==> config.mk <==
export PLATFORM = sky130hd
export DESIGN_NAME = irq_prio_ctrl
export DESIGN_NICKNAME = d
export VERILOG_FILES = /design/src/rtl/irq_prio_pkg.sv /design/src/rtl/irq_src_entry.sv /design/src/rtl/irq_arbiter.sv /design/src/rtl/irq_flag_ctrl.sv /design/src/rtl/irq_prio_ctrl.sv
export SDC_FILE = /design/constraint.sdc
export NUM_CORES = 1
export LEC_CHECK = 0
export BUFFER_PORTS_ARGS = -buffer_cell sky130_fd_sc_hd__buf_4
export CAP_MARGIN = 20
export CORE_MARGIN = 1
export CORE_UTILIZATION = 45
export DETAILED_ROUTE_END_ITERATION = 7
export HOLD_SLACK_MARGIN = 0.03
export PLACE_DENSITY = 0.6
export SYNTH_ARGS = -nofsm -noshare
export SYNTH_HDL_FRONTEND = slang
export SYNTH_HIERARCHICAL = 1
export SYNTH_SLANG_ARGS = --single-unit
==> constraint.sdc <==
create_clock -name clk -period 23.5 [get_ports clk]
set_clock_uncertainty 0.1 [all_clocks]
set_input_delay 3.525 -clock clk [delete_from_list [all_inputs] [get_ports clk]]
set_output_delay 3.525 -clock clk [all_outputs]
set_load 0.01 [all_outputs]
==> src/rtl/irq_prio_pkg.sv <==
package irq_prio_pkg;
  typedef enum logic [1:0] {
    FCMD_NONE  = 2'b00,
    FCMD_DEFER = 2'b01,
    FCMD_RET   = 2'b10,
    FCMD_RSVD  = 2'b11
  } flag_cmd_e;

  // eligibility rule: pending, enabled level, strictly above processor level
  function automatic logic src_eligible(input logic pend, input logic [7:0] lvl,
                                        input logic [7:0] ipl);
    return pend && (lvl != 8'd0) && (lvl > ipl);
  endfunction
endpackage

==> src/rtl/irq_src_entry.sv <==
module irq_src_entry #(
  parameter int LVL_W = 3
) (
  input  logic             clk,
  input  logic             rst_n,
  input  logic             hw_set,
  input  logic             sw_we,
  input  logic [LVL_W-1:0] sw_lvl,
  input  logic             sw_req,
  input  logic             ack_clr,
  output logic             pend,
  output logic [LVL_W-1:0] lvl
);
  logic sw_clr;
  assign sw_clr = sw_we && !sw_req;

  always_ff @(posedge clk or negedge rst_n) begin
    if (!rst_n) begin
      pend <= 1'b0;
      lvl  <= '0;
    end else begin
      if (hw_set)                  pend <= 1'b1;
      else if (sw_clr || ack_clr)  pend <= 1'b0;
      if (sw_we)                   lvl  <= sw_lvl;
    end
  end
endmodule

==> src/rtl/irq_arbiter.sv <==
module irq_arbiter
  import irq_prio_pkg::*;
#(
  parameter int N_SRC = 8,
  parameter int LVL_W = 3,
  localparam int IDX_W = (N_SRC > 1) ? $clog2(N_SRC) : 1
) (
  input  logic [N_SRC-1:0]            pend_vec,
  input  logic [N_SRC-1:0][LVL_W-1:0] lvl_vec,
  input  logic [LVL_W-1:0]            ipl,
  output logic                        any_elig,
  output logic [IDX_W-1:0]            win_idx,
  output logic [LVL_W-1:0]            win_lvl
);
  logic [N_SRC-1:0] elig;

  for (genvar g = 0; g < N_SRC; g++) begin : g_elig
    assign elig[g] = src_eligible(pend_vec[g], 8'(lvl_vec[g]), 8'(ipl));
  end

  always_comb begin
    any_elig = 1'b0;
    win_idx  = '0;
    win_lvl  = '0;
    for (int i = 0; i < N_SRC; i++) begin
      if (elig[i] && (!any_elig || lvl_vec[i] > win_lvl)) begin
        any_elig = 1'b1;
        win_idx  = IDX_W'(i);
        win_lvl  = lvl_vec[i];
      end
    end
  end
endmodule

==> src/rtl/irq_flag_ctrl.sv <==
module irq_flag_ctrl
  import irq_prio_pkg::*;
(
  input  logic       clk,
  input  logic       rst_n,
  input  logic [1:0] cmd,
  input  logic       val,
  output logic       ien_q,
  output logic       ien_eff
);
  logic loads;
  assign loads = (cmd == FCMD_DEFER) || (cmd == FCMD_RET);

  // a return update already counts at its own boundary
  assign ien_eff = (cmd == FCMD_RET) ? val : ien_q;

  always_ff @(posedge clk or negedge rst_n) begin
    if (!rst_n)     ien_q <= 1'b0;
    else if (loads) ien_q <= val;
  end
endmodule

==> src/rtl/irq_prio_ctrl.sv <==
module irq_prio_ctrl #(
  parameter int N_SRC = 8,
  parameter int LVL_W = 3,
  localparam int IDX_W = (N_SRC > 1) ? $clog2(N_SRC) : 1
) (
  input  logic             clk,
  input  logic             rst_n,
  input  logic [N_SRC-1:0] src_req,
  input  logic             cfg_we,
  input  logic [IDX_W-1:0] cfg_sel,
  input  logic [LVL_W-1:0] cfg_lvl,
  input  logic             cfg_req,
  input  logic [LVL_W-1:0] cur_ipl,
  input  logic             insn_bnd,
  input  logic [1:0]       flag_cmd,
  input  logic             flag_val,
  input  logic             irq_ack,
  output logic             acc_pulse,
  output logic [IDX_W-1:0] acc_idx,
  output logic [LVL_W-1:0] acc_lvl,
  output logic             acc_pend,
  output logic             ien,
  output logic [N_SRC-1:0] req_vec
);
  logic [N_SRC-1:0][LVL_W-1:0] lvl_vec;
  logic                        ien_eff;
  logic                        any_elig;
  logic [IDX_W-1:0]            win_idx;
  logic [LVL_W-1:0]            win_lvl;
  logic                        take;
  logic                        ack_fire;

  for (genvar g = 0; g < N_SRC; g++) begin : g_src
    logic sel_hit;
    assign sel_hit = cfg_we && (cfg_sel == IDX_W'(g));
    irq_src_entry #(.LVL_W(LVL_W)) ent_i (
      .clk     (clk),
      .rst_n   (rst_n),
      .hw_set  (src_req[g]),
      .sw_we   (sel_hit),
      .sw_lvl  (cfg_lvl),
      .sw_req  (cfg_req),
      .ack_clr (ack_fire && (acc_idx == IDX_W'(g))),
      .pend    (req_vec[g]),
      .lvl     (lvl_vec[g])
    );
  end

  irq_flag_ctrl flag_i (
    .clk     (clk),
    .rst_n   (rst_n),
    .cmd     (flag_cmd),
    .val     (flag_val),
    .ien_q   (ien),
    .ien_eff (ien_eff)
  );

  irq_arbiter #(.N_SRC(N_SRC), .LVL_W(LVL_W)) arb_i (
    .pend_vec (req_vec),
    .lvl_vec  (lvl_vec),
    .ipl      (cur_ipl),
    .any_elig (any_elig),
    .win_idx  (win_idx),
    .win_lvl  (win_lvl)
  );

  assign take     = insn_bnd && ien_eff && any_elig && !acc_pend;
  assign ack_fire = irq_ack && acc_pend;

  always_ff @(posedge clk or negedge rst_n) begin
    if (!rst_n) begin
      acc_pulse <= 1'b0;
      acc_pend  <= 1'b0;
      acc_idx   <= '0;
      acc_lvl   <= '0;
    end else begin
      acc_pulse <= take;
      if (take) begin
        acc_pend <= 1'b1;
        acc_idx  <= win_idx;
        acc_lvl  <= win_lvl;
      end else if (ack_fire) begin
        acc_pend <= 1'b0;
      end
    end
  end
endmodule

==> metrics.md, run 1 <==
| Metric | Value |
|---|---|
| Largest net degree at the start of global routing | 42 |
| Post-cts sizing count | 0 |
| LEAKAGE | 1.71 nW |
| Die width | about 90 µm |
| Final GP Congestion | between 0.8 and 0.9 |
| Worst R2R Start | g_src[0].ent_i/lvl[1]$_DFFE_PN0P_ |
| Final net count | 460 |
| Total of warnings raised by yosys | 6 |
| Min-Delay Startpoint | acc_lvl[1]$_DFFE_PN0P_ |
| Antenna-violating nets left | 0 |
| GR Overflow Total | 0 |
| CTS tree | yes |
| Synth area leader | dfrtp_1 |
| Vias per cell | 5.68 |
| Vias | around 2800 |
| Internal power | around 0.26 mW |
| Syn_nets | approximately 410 |
| Synth cell types | between 50 and 60 |
| Final non-filler cell total | 488 |
| Postcts setup bufs | 0 |
| Die span in y | between 80 and 90 µm |
| Port Buffers | 42 |
| Num rows | 31 |
| Core outline area | around 7300 µm² |
| Setup crit end kind | flip-flop |
| Fin. Hold Viols | 0 |
| Slew @ Worst Pin | ~0.59 ns |
| HP Class | flip-flop to flip-flop |
| CP max stage delay | 0.36 ns |
| CTS Root Cell | clkbuf_8 |
| Max FO, Critical Path | 11 |
| F_max | a little under 70 MHz |
| Yosys top cell area share | between 20% and 30% |
| Slew headroom | 60.6% |
| Post-CTS Hold Buffers | 0 |
| Ys async rst share | 100% |
| Setup TNS | 0 ns |
| Fin crit period | 14.59 ns |
| Sinks on the clock net | slightly above 40 |
| Crit Path Class | input pin to flip-flop |
| Cell area after synthesis | 3450 µm² |
| Ports | 43 |
| Worst skew pair latency | around 0.29 ns |
| First-pass GRT wire length | ~14000 µm |
| Vias in the first global route | 2680 |
| Critical Path Slowest Stage Cell | a21bo_1 |
| Worst R2R End | acc_idx[2]$_DFFE_PN0P_ |
| CTS H-Tree Depth | 2 |
| CP most frequent cell | ha_1 |
| Fraction of layout cells with a size suffix above 1 | between 20 and 30% |
| Setup Viol. Count Final | 0 |
| Switching pwr | ~0.22 mW |
| Post-Route WL | 8250 µm |
| Reg2Reg Setup Slack | between 10 and 15 ns |
| Initial core utilization | 47.1% |
| Clock power frac | 9.3% |
| Reg power frac | between 20% and 30% |
| Hold path cells | 1 |
| Total track usage | 22.5% |
| DRT iter0 DRCs | 90 |
| Main synth FF type | dfrtp_1 |
| RSZ-0062 raised after global routing | no |
| Syn_area_per_cell | approximately 10 µm² |
| DRC | 0 |
| Sw Ratio | between 40 and 50% |
| Die ar. | approximately 8000 µm² |
| Iteration count of the initial detailed-routing pass | 4 |
| Max_cap viols | 0 |
| Ant. Diodes | 0 |
| Synth-to-layout area growth | 14.9% |
| Avg WL per Cell | about 17 µm |
| Worst Path Arrival | approximately 15 ns |
| Mapped Cells | ~340 |
| Peak supply drop | 48.3 µV |
| Critical Path Start Type | input pin |
| Synthesized flop and latch total | 41 |
| CP Data Required Time | 23.58 ns |
| Overall power | between 0.4 and 0.5 mW |
| Buffer depth of the longest clock path | 2 |
| Final Slew Violations | 0 |
| Clock-pin slew on the worst setup and hold paths | about 0.08 ns |
| CTS Buf Count | 5 |
| Sequential fraction of the synthesis area | between 20 and 30% |
| Power per cell area | 122 nW/µm² |
| Final worst-path cycle share | approximately 62% |
| Initial antenna violation count | 0 |
| Top cells by area, synth | dfrtp_1 (30%), ha_1 (17%), mux2_2 (9.8%) |
| Status | complete, no violations |
| R2R depth | 59 |
| Power share of the combinational group | about 68% |
| EDFF count, synth | 0 |
| Hold Path Sink | acc_lvl[1]$_DFFE_PN0P_ |
| Placed insts | 480 |
| Post-DP HPWL | 6650 µm |
==> Yosys cell counts, types with 4 or more instances <==
| library cell | instances |
|---|---|
| ha_1 | 46 |
| dfrtp_1 | 41 |
| inv_1 | 31 |
| mux2_2 | 30 |
| nor2_1 | 17 |
| o21ai_0 | 15 |
| nand2b_1 | 13 |
| o21a_1 | 13 |
| nor2b_1 | 12 |
| nand3_1 | 11 |
| nand2_1 | 10 |
| a21oi_1 | 8 |
| a31o_1 | 8 |
| o31ai_1 | 7 |
| a31oi_1 | 6 |
| a21o_1 | 5 |
| nor3_1 | 5 |
| a32oi_1 | 4 |
| o22a_1 | 4 |
==> cells in the final DEF, fill, tap and decap left out, types with 2 or more instances in the layout <==
cell / count
and3_4: 2
o211ai_1: 3
nand3b_1: 3
o21ai_4: 2
a21oi_1: 8
nor3_1: 5
o22a_1: 4
nor2_2: 3
o21a_1: 13
mux2_2: 30
o22ai_1: 3
a31o_1: 8
nand2_2: 2
nand2_1: 10
a32oi_1: 4
nand3_1: 11
a21oi_2: 2
inv_1: 31
nor2_1: 17
a31oi_1: 6
o21ai_0: 15
buf_4: 42
a311oi_2: 2
ha_1: 46
nor2b_1: 12
nand2b_1: 13
dfrtp_1: 41
a21o_1: 5
clkinv_2: 2
and2_1: 3
o31ai_1: 7
o32a_1: 3
clkbuf_8: 5
o21ai_1: 3
o31a_1: 2
==> stage by stage <==
step	worst slack, ns	area, µm²	utilization [%]	hold WS [ns]
finish	8.91	3970	54.2	0.420
global route	8.01	3970	54.2	0.436
CTS	8.96	3970	54.2	0.422
detailed placement	8.72	3880	53.0	0.400
global placement	8.88	3880	53.0	0.406
floorplan	10.35	3450	-	0.406
==> how the worst max path moves through the flow <==
stage          startpoint                endpoint  slack [ns]  depth (start not counted)
2_1_floorplan  cur_ipl[1]  acc_lvl[1]$_DFFE_PN0P_       10.35                         60
3_3_place_gp   cur_ipl[1]  acc_idx[2]$_DFFE_PN0P_        8.88                         60
3_5_place_dp   cur_ipl[1]  acc_idx[2]$_DFFE_PN0P_        8.72                         60
4_1_cts        cur_ipl[1]  acc_idx[2]$_DFFE_PN0P_        8.96                         61
5_1_grt        cur_ipl[1]  acc_idx[2]$_DFFE_PN0P_        8.01                         61
6_report       cur_ipl[1]  acc_idx[2]$_DFFE_PN0P_        8.91                         61
==> power by group through the flow <==
stage / clock network [mW] / logic (mW) / registers, mW
floorplan: 0 / 0.248 / 0.108
global placement: 0 / 0.322 / 0.112
detailed placement: 0 / 0.327 / 0.112
CTS: 0.0468 / 0.329 / 0.110
global route: 0.0495 / 0.368 / 0.114
finish: 0.0449 / 0.328 / 0.111
==> flip-flops by register name, summed over array words and instances, names as in the netlist <==
name and flops:
g_src.ent_i/lvl 24, g_src.ent_i/pend 8, acc_idx 3, acc_lvl 3, acc_pend 1, acc_pulse 1, flag_i/ien_q 1
==> routing by layer <==
metal | share of wire, % | global-route usage, %
met1 | 51 | 33.6
met4 | 1.0 | 4.91
met3 | 4.4 | 3.66
met2 | 44 | 34.2
met5 | 0 | 0
==> cell type report <==
cell class                      instances  area [µm²]
Clock inverter                          3        17.5
Sequential cell                        41        1030
Clock buffer                            5        68.8
Inverter                               31         116
Timing Repair Buffer                   42         315
Fill cell                             673        3360
Multi-Input combinational cell        267        2300
Tap cell                               99         124
==> worst max-delay path: cells and delay by family <==
kind | cells | cell delay, ns
compound gates | 29 | 5.34
fa+ha+maj | 8 | 2.17
buf+inv | 5 | 0.65
mux | 1 | 0.30
simple gates | 18 | 2.70
==> kinds of logic (layout without fill, tap and decap cells) <==
group	count (synthesis)	in the layout	share of synthesized area [%]
flops	41	41	29.7
compound gates	103	103	24.8
buf+inv	33	81	3.66
mux	32	32	10.5
fa+ha+maj	46	46	16.7
simple gates	86	86	14.6
No activity file was read; power rests on OpenSTA's default activity.
==> inputs of run 2 (changes only) <==
- ABC_AREA: default -> 1
- PLACE_DENSITY: 0.6 -> 0.63
- clock period: 23.5 -> 12.5 ns (I/O delays scaled with it)
==> run 2 against run 1 <==
Net effect: first-iteration DRC count grew 140%; global-route usage is 0.42 points higher; largest power group unchanged; non-clock buffer count unchanged; worst hold slack lost 0.039 ns; clock power rose by 96%; die area rose by 2.4%; worst setup slack got worse by 7.0 ns; count of clock-buffer cells in the layout stayed put; synthesized area is 2.5% higher; register-to-register slack lost 8.7 ns; synthesized cell count increased by 50%; critical endpoint is now acc_lvl[1]$_DFFE_PN0P_.
==> metrics.md, run 2 <==
| Metric | Value |
|---|---|
| Met1 Wirelength | 4500 µm (+6.8%) |
| Slew @ Worst Pin | 0.529 ns (-0.0630 ns) |
| Syn_area_per_cell | 6.94 µm² (-31%) |
| Post-DP HPWL | 7020 µm (+5.6%) |
| Synthesized flop and latch total | 41 (unchanged) |
| Final worst-path cycle share | between 80% and 90% |
| Post-cts sizing count | 0 (unchanged) |
| CP most frequent cell | nand2_1 |
| Fin crit period | 10.63 ns |
| Antenna-violating nets left | 0 (unchanged) |
| Final net count | 631 (+37%) |
| Mapped Cells | 510 (+50%) |
| Initial antenna violation count | 0 (unchanged) |
| Syn_nets | 582 (+41%) |
| Peak supply drop | 103 µV (+110%) |
| Yosys top cell area share | 29.0% (-0.71 points) |
| HP Class | flip-flop to flip-flop |
| Area of the multi-input gates | 2150 µm² (-6.5%) |
| Setup crit end kind | flip-flop |
| Port Buffers | 42 (unchanged) |
| Worst skew pair latency | 0.30 ns (about the same) |
| Post-Route WL | 8800 µm (+6.7%) |
| Die span in y | 90.7 µm (+1.2%) |
| Power per cell area | 228 nW/µm² (+87%) |
| Final GP Congestion | 0.849 (+2.7%) |
| Critical Path Slowest Stage Cell | ha_1 |
| CP Data Required Time | 12.60 ns (-10.98 ns) |
| Metal3 WL | 404 µm (+11%) |
| First-pass GRT wire length | 15000 µm (+11%) |
| Most common cell after layout, fill and taps aside | nand2_1 |
| Die ar. | 8220 µm² (+2.4%) |
| Avg WL per Cell | 13.4 µm (-21%) |
| Final Util | 54.9% (+0.72 points) |
| Iteration count of the initial detailed-routing pass | 5 (+1) |
| Finished Cell Area | 4070 µm² (+2.4%) |
| Post-CTS Hold Buffers | 0 (unchanged) |
| Synth cell types | 27 (-49%) |
| DRT iter0 DRCs | 212 (+140%) |
| Vias per cell | 4.98 (-12%) |
| Max_cap viols | 0 (unchanged) |
| Status | complete, no violations |
| Sequential fraction of the synthesis area | 29.0% (-0.71 points) |
| Ys async rst share | 100% (unchanged) |
| Biggest regs | g_src.ent_i/lvl (24), g_src.ent_i/pend (8) |
| Ant. Diodes | 0 (unchanged) |
| Top reg by flops | g_src.ent_i/lvl |
| Vias | 3284 (+18%) |
| EDFF count, synth | 0 (unchanged) |
| Core outline area | 7410 µm² (+1.1%) |
| Initial core utilization | 47.8% (+0.66 points) |
| Clock-pin slew on the worst setup and hold paths | 0.08 ns (about the same) |
| Metal2 WL | 3800 µm (+5.8%) |
| Setup TNS | 0 ns (unchanged) |
| FF/Latch Area | 1030 µm² (unchanged) |
| Filler cell count | 742 (+10%) |
| Fraction of layout cells with a size suffix above 1 | 15.5% (-12 points) |
| Fin. Hold Viols | 0 (unchanged) |
| Most common cell in the netlist | nand2_1 |
| Total track usage | 22.9% (+0.42 points) |
| CP max stage delay | 0.35 ns (about the same) |
| CTS tree | yes |
| Ports | 43 (unchanged) |
| LEAKAGE | 2.35 nW (+37%) |
| Vias in the first global route | 3130 (+17%) |
| Num rows | 31 (unchanged) |
| Sinks on the clock net | 41 (unchanged) |
| Top sig layer | met4 |
| Main synth FF type | dfrtp_1 |
| Worst Path Arrival | 10.72 ns (-3.95 ns) |
| Total of warnings raised by yosys | 6 (unchanged) |
| Cell area after synthesis | 3540 µm² (+2.5%) |
| Final Slew Violations | 0 (unchanged) |
| Die width | 90.7 µm (+1.2%) |
| Buffer depth of the longest clock path | 2 (unchanged) |
| DRC | 0 (unchanged) |
| Slew headroom | 64.8% (+4.2 points) |
| Setup Viol. Count Final | 0 (unchanged) |
| Max reg flops | 24 (unchanged) |
| RSZ-0062 raised after global routing | no |
| Max FO, Critical Path | 8 (-3) |
| GR Overflow Total | 0 (unchanged) |
| Commonest cells in the netlist | nand2_1 (144), inv_1 (91), ha_1 (46) |
| Synth-to-layout area growth | 14.8% (about the same) |
| Postcts setup bufs | 0 (unchanged) |
| Leading cell types in the layout, fill and taps excluded | nand2_1 (144), inv_1 (91), ha_1 (46), buf_4 (42), dfrtp_1 (41) |
| Area after DPL | 3980 µm² (+2.4%) |
| Synth area leader | dfrtp_1 |
| CTS Root Cell | clkbuf_8 |
| Crit Path Class | input pin to flip-flop |
| Top cells by area, synth | dfrtp_1 (29%), ha_1 (16%), nand2_1 (15%) |
| Critical Path Start Type | input pin |
| CTS Buf Count | 5 (unchanged) |
| F_max | about 94 MHz |
| Largest net degree at the start of global routing | 42 (unchanged) |
| CTS H-Tree Depth | 2 (unchanged) |
run 2: cell types whose count changed after synthesis, sizes merged, moves of 16 or more:
cell	change
nand2	+143
mux2	-32
nand3	+42
o21ai	+16
nor2	+20
inv	+64
run 2: logic make-up (layout without fill, tap and decap cells):
group	Yosys count	count (layout)	share of synthesized area (%)
flops	41	41	29.0
simple gates	273	273	36.2
fa+ha+maj	46	46	16.3
buf+inv	96	146	10.2
compound gates	54	54	8.34
run 2: final timing paths:
| path | depth (start not counted) | startpoint | slack, ns | endpoint |
|---|---|---|---|---|
| max | 69 | cur_ipl[2] | 1.87 | acc_lvl[1]$_DFFE_PN0P_ |
| min in group asynchronous | 1 | rst_n | 1.45 | acc_lvl[2]$_DFFE_PN0P_ |
| min | 2 | acc_lvl[2]$_DFFE_PN0P_ | 0.38 | acc_lvl[2]$_DFFE_PN0P_ |
| min reg2reg | 2 | acc_lvl[2]$_DFFE_PN0P_ | 0.38 | acc_lvl[2]$_DFFE_PN0P_ |
| max reg2reg | 67 | g_src[0].ent_i/lvl[2]$_DFFE_PN0P_ | 3.40 | acc_lvl[1]$_DFFE_PN0P_ |
| max in group asynchronous | 1 | rst_n | 10.48 | g_src[2].ent_i/lvl[2]$_DFFE_PN0P_ |
run 2: per-stage QoR:
step                      worst slack (ns)  std cells  total power [mW]  hold WS (ns)
after floorplan                       2.80        510             0.670         0.406
after global placement                1.80        651             0.815         0.363
after detailed placement              1.62        651             0.830         0.363
after CTS                             1.93        659             0.922         0.387
after global routing                 0.939        659              1.03         0.396
final                                 1.87        659             0.925         0.381
run 2: worst max-delay path: cells and delay by family:
| kind | cells | cell delay, ns |
|---|---|---|
| and+or+nand+nor | 43 | 4.17 |
| adders and majority gates | 8 | 2.43 |
| AOI/OAI and AO/OA | 12 | 1.43 |
| buffers and inverters | 6 | 0.79 |
run 2: cell type report:
class / instances / area share, %
Tap cell: 99 / 3.05
Clock inverter: 3 / 0.431
Timing Repair Buffer: 42 / 7.76
Multi-Input combinational cell: 373 / 53.0
Clock buffer: 5 / 1.69
Sequential cell: 41 / 25.2
Inverter: 96 / 8.86
run 2: where the power goes:
| group | total [mW] | internal, mW | leakage (nW) | switching (mW) |
|---|---|---|---|---|
| combinational | 0.639 | 0.247 | 1.83 | 0.392 |
| clock | 0.0879 | 0.0386 | 0.0439 | 0.0493 |
| sequential | 0.198 | 0.161 | 0.478 | 0.0365 |
run 2: per-layer routing:
| layer | global-route usage (%) | vias to the layer above |
|---|---|---|
| li1 | - | 1712 |
| met5 | 0 | - |
| met1 | 32.5 | 1477 |
| met3 | 3.87 | 10 |
| met4 | 5.38 | 0 |
| met2 | 36.2 | 85 |
